<file path="src/rtl/xram_router.sv">
module xram_router #(
  parameter int DATA_W = 8,
  parameter int ADDR_W = 16,
  parameter int WIN_AW = 8,
  parameter int EN_BIT = 4
) (
  input  logic              clk,
  input  logic              rst_n,
  input  logic              ctrl_we,
  input  logic [DATA_W-1:0] ctrl_wdata,
  output logic [DATA_W-1:0] ctrl_rdata,
  input  logic              acc_valid,
  input  logic              acc_write,
  input  logic              acc_use_dptr,
  input  logic [WIN_AW-1:0] acc_ptr,
  input  logic [ADDR_W-1:0] acc_dptr,
  input  logic [DATA_W-1:0] acc_wdata,
  output logic              acc_done,
  output logic [DATA_W-1:0] acc_rdata,
  output logic              ext_req,
  output logic              ext_write,
  output logic [ADDR_W-1:0] ext_addr,
  output logic [DATA_W-1:0] ext_wdata,
  input  logic              ext_ack,
  input  logic [DATA_W-1:0] ext_rdata
);
  localparam int WIN_DEPTH = 1 << WIN_AW;
  localparam int HI_W      = ADDR_W - WIN_AW;

  logic [DATA_W-1:0] ctrl_q;
  logic [DATA_W-1:0] win_mem [WIN_DEPTH];
  logic              req_q, wr_q, done_q;
  logic [ADDR_W-1:0] addr_q;
  logic [DATA_W-1:0] wd_q, rd_q;

  logic [ADDR_W-1:0] acc_addr;
  logic              take, go_int, in_win;

  assign acc_addr = acc_use_dptr ? acc_dptr : {{HI_W{1'b0}}, acc_ptr};
  assign in_win   = ~|acc_addr[ADDR_W-1:WIN_AW];
  assign take     = acc_valid & ~req_q;
  assign go_int   = take & ctrl_q[EN_BIT] & in_win;

  assign ctrl_rdata = ctrl_q;
  assign acc_done   = done_q;
  assign acc_rdata  = rd_q;
  assign ext_req    = req_q;
  assign ext_write  = wr_q;
  assign ext_addr   = addr_q;
  assign ext_wdata  = wd_q;

  always_ff @(posedge clk or negedge rst_n) begin
    if (!rst_n) ctrl_q <= '0;
    else if (ctrl_we) ctrl_q <= ctrl_wdata;
  end

  always_ff @(posedge clk) begin
    if (go_int && acc_write) win_mem[acc_addr[WIN_AW-1:0]] <= acc_wdata;
  end

  always_ff @(posedge clk or negedge rst_n) begin
    if (!rst_n) begin
      req_q  <= 1'b0;
      wr_q   <= 1'b0;
      addr_q <= '0;
      wd_q   <= '0;
      rd_q   <= '0;
      done_q <= 1'b0;
    end else if (req_q) begin
      done_q <= ext_ack;
      if (ext_ack) begin
        req_q <= 1'b0;
        rd_q  <= wr_q ? wd_q : ext_rdata;
      end
    end else if (go_int) begin
      done_q <= 1'b1;
      rd_q   <= acc_write ? acc_wdata : win_mem[acc_addr[WIN_AW-1:0]];
    end else if (take) begin
      done_q <= 1'b0;
      req_q  <= 1'b1;
      wr_q   <= acc_write;
      addr_q <= acc_addr;
      wd_q   <= acc_wdata;
    end else begin
      done_q <= 1'b0;
    end
  end
endmodule

</file>
<file path="config.mk">
export PLATFORM = sky130hd
export DESIGN_NAME = xram_router
export DESIGN_NICKNAME = d
export VERILOG_FILES = /design/src/rtl/xram_router.sv
export SDC_FILE = /design/constraint.sdc
export NUM_CORES = 2
export LEC_CHECK = 0
export ABC_AREA = 1
export ABC_CLOCK_PERIOD_IN_PS = 2600
export BUFFER_PORTS_ARGS = -buffer_cell sky130_fd_sc_hd__buf_2
export CAP_MARGIN = 20
export CORE_ASPECT_RATIO = 2
export CORE_MARGIN = 2
export CORE_UTILIZATION = 30
export DETAILED_ROUTE_END_ITERATION = 16
export GPL_ROUTABILITY_DRIVEN = 0
export PLACE_DENSITY = 0.55
export SLEW_MARGIN = 20
export SYNTH_ARGS = -nofsm -noshare
export SYNTH_HDL_FRONTEND = slang
export SYNTH_SLANG_ARGS = --single-unit
</file>
<file path="constraint.sdc">
create_clock -name clk -period 2.6 [get_ports clk]
set_input_delay 0.13 -clock clk [delete_from_list [all_inputs] [get_ports clk]]
set_output_delay 0.13 -clock clk [all_outputs]
set_load 0.01 [all_outputs]
</file>
==> metrics.cfg <==
[route]
routed_vias_inst = 4.62
drt_drc_violations_left = 0
final_routed_wire_length_divided_by_cell_count_um = 19.7
route.final.wire_length_mm = 262
num_vias = 61400
drt_pass1_iterations = 6
final_antenna_violating_net_count = 0
initialDrtViolationCount = 5765

[floorplanning]
dieHeight_um = 769
die-area_um2 = 297000
floorplan.initialDensity_pct = 30.1
die_w_um = 387
coreArea_um2 = 292000
pin_count = 98
row_count = 281

[timing]
max_slew_headroom_pct = 40.4
min_period_ns = 2.56
worst_clock_skew_ns = 0.0535
setup_tns_ns = 0
finalHoldViolations = 0
setup_viol = 0
tightest_slew_ns = 0.884
period_share_pct = 98.4
fmaxAchievable_mhz = 391
drv_slew = 0

[synth]
netlist-cell-type-count = 22
synth-edff-count = 2048
yosys.cell_count.top_type = nand2_1
synth.area.top_cells = edfxtp_1, nand2_1, nor2_1, nand3_1, buf_2
asyncSetResetFlopFracSynth_pct = 2.06
muxShareOfSynthArea_pct = 0.205
ys_ff_latch = 2091
synth_top_family_by_area = simple AND/OR/NAND/NOR gates
fraction_of_the_mapped_netlist_area_in_adder_cells_pct = 0
netlist_instances = 8545
synth_fp_nets = 8600
synth_simple_gate_area_share_pct = 25.7
seq_area_frac_synth_pct = 71.3
synth-compound-area-share_pct = 0.348
synth_top_area_cell = edfxtp_1
synth_warnings = 0
synth_commonest_cells = nand2_1, edfxtp_1, nor2_1, nand3_1, buf_2
syn_area_um2 = 87800
synth_xor_xnor_area_share_pct = 0
ys.flop_type = edfxtp_1
postSynthAreaPerCell_um2 = 10.3
netlist.area_leader.share_pct = 70.0

[clocking]
cts_max_path_buffers = 4
clockRootBuffer = clkbuf_16
clk_pin_slew_worst_paths_ns = 0.06
tritoncts_clock_tree = done
htreeDepth = 4
cts.sink_count = 2091
insertion_delay_ns = 0.87
post_cts_buffers = 0
cts_buffers = 210

[critical_path]
crit_path_start = acc_use_dptr
reg2reg_slack_ns = 0.14
r2r_start = win_mem[42][4]
worst-setup-path-type = primary input to flip-flop
critical_path_fanouts_max = 46
r2r_end = acc_rdata[4]
endpoint_arrival_time_on_the_critical_path_ns = 3.29
critPathLaunchType = primary input
worst-r2r-cell-count = 16
critical_path.endpoint = acc_rdata[5]
element_type_at_the_critical_path_end = flip-flop
cp.required_ns = 3.33

[global_routing]
grt_start_max_net_pins = 85
overflow_left_after_global_routing = 0
initial_antenna_violation_count = 6
grt_use_total_pct = 17.1
grt_pass1_wl_mm = 387
vias_in_the_first_global_route = 59300

[cells_and_area]
layout_cells_sized_above_1_pct = 13.5
areaGrowthSynthToFinish_pct = 21.5
net_count_of_the_finished_layout = 9344
stdcell_count = 13300

[power]
power_leakage_nw = 43.5
power_per_cell_area_nw_per_um2 = 705
vdd_ir_drop_max_v = 0.000514

[placement]
place.detailed.hpwl_mm = 166
io_buffer_count = 97
placed_cells_incl_taps = 12800

[run]
drv_cap = 0

[run_status]
run_status = completed

[hold_path]
worstHoldPathType = primary input to flip-flop

## where the power goes
part	switching [W]	internal [W]	total, W
clock network	0.0128	0.0174	0.0303
logic	0.00520	0.00242	0.00762
registers	0.000195	0.0371	0.0373
## stage by stage
stage	hold WS [ns]	util, %	power (W)	setup slack, ns	area, um2
after floorplan	-0.166	-	0.0415	0.139	87800
after global placement	0.0527	34.0	0.0455	-0.791	99300
after detailed placement	0.0590	34.0	0.0455	-0.788	99300
after CTS	0.0661	36.5	0.0757	0.0348	107000
after global routing	0.160	36.6	0.0775	-0.0205	107000
final	0.107	36.6	0.0752	0.0412	107000
## worst min path at each step
stage	end	slack, ns	startpoint	cells after the start
floorplan	acc_done	-0.17	rst_n	0
global placement	acc_done	0.05	rst_n	1
detailed placement	acc_done	0.06	rst_n	1
CTS	ext_write	0.07	acc_valid	6
global route	ext_write	0.16	acc_valid	6
finish	ext_req	0.11	acc_valid	6
## per-layer routing
layer / track usage [%] / vias up / routed length, um
met4: 4.63 / 0 / 6970
li1: - / 29400 / -
met2: 27.7 / 1957 / 121000
met1: 24.4 / 29700 / 118000
met3: 1.85 / 358 / 16300
met5: 0 / - / 0
## critical path, cell delays in order
cell and delay [ns]:
buf_2 0.15, buf_4 0.15, o21ai_4 0.47, inv_8 0.11, buf_4 0.33, nand2_1 0.15
nand2_1 0.07, nand2_1 0.08, nand2_1 0.11, nor2_1 0.28, buf_4 0.17, nor2_1 0.04
nor2_1 0.19, nand2_1 0.10, nand2_1 0.12, nand3_1 0.24, o21bai_1 0.23, a21oi_1 0.08
## registers in the layout (all words and copies together) (netlist names)
register    flops
acc_done        1
ext_req         1
acc_rdata       8
ext_write       1
ctrl_rdata      8
ext_addr       16
win_mem      2048
ext_wdata       8
## cells by family after synthesis
group / after synthesis
AND/OR/NAND/NOR: 5907
flip-flops: 2091
buffers and inverters: 474
AO/OA/AOI/OAI: 57
multiplexers: 16
## final cells by class
class / count / area (um2)
antenna: 1 / 2.50
clock buffer: 256 / 5450
clock inverter: 118 / 1250
fill: 28700 / 185000
inverter: 25 / 101
multi-input combinational: 5980 / 23300
sequential: 2091 / 62600
tap: 3820 / 4780
timing repair buffer: 981 / 9300
## timing repair
item / 4_1_cts / 5_1_grt
gates resized for setup: 7 / 17
hold endpoints to repair: 923 / 0
hold buffers: 64 / 0
pin swaps: 0 / 1
endpoints found under the setup margin: 48 / 1611
## cells in the final DEF (no fill, tap or decap), types with 2 or more instances in the layout
cell	n
edfxtp_1	2048
inv_2	3
mux2_2	16
a21oi_1	8
buf_4	662
clkinv_8	2
nor2_1	609
nand4_1	2
nor3_1	2
buf_6	5
buf_2	89
nor2_2	11
dlygate4sd3_1	64
nand2_2	18
clkinv_1	42
buf_8	8
inv_1	21
nand2_8	3
bufinv_16	26
nand3_1	295
clkbuf_1	45
o21ai_0	38
clkinvlp_4	3
nor2_4	6
nand2_1	4953
buf_12	153
or2_2	3
dfrtp_1	43
nor3_2	3
clkinv_2	39
o21bai_1	8
clkbuf_16	211
inv_6	4
No activity file was read; power rests on OpenSTA's default activity.
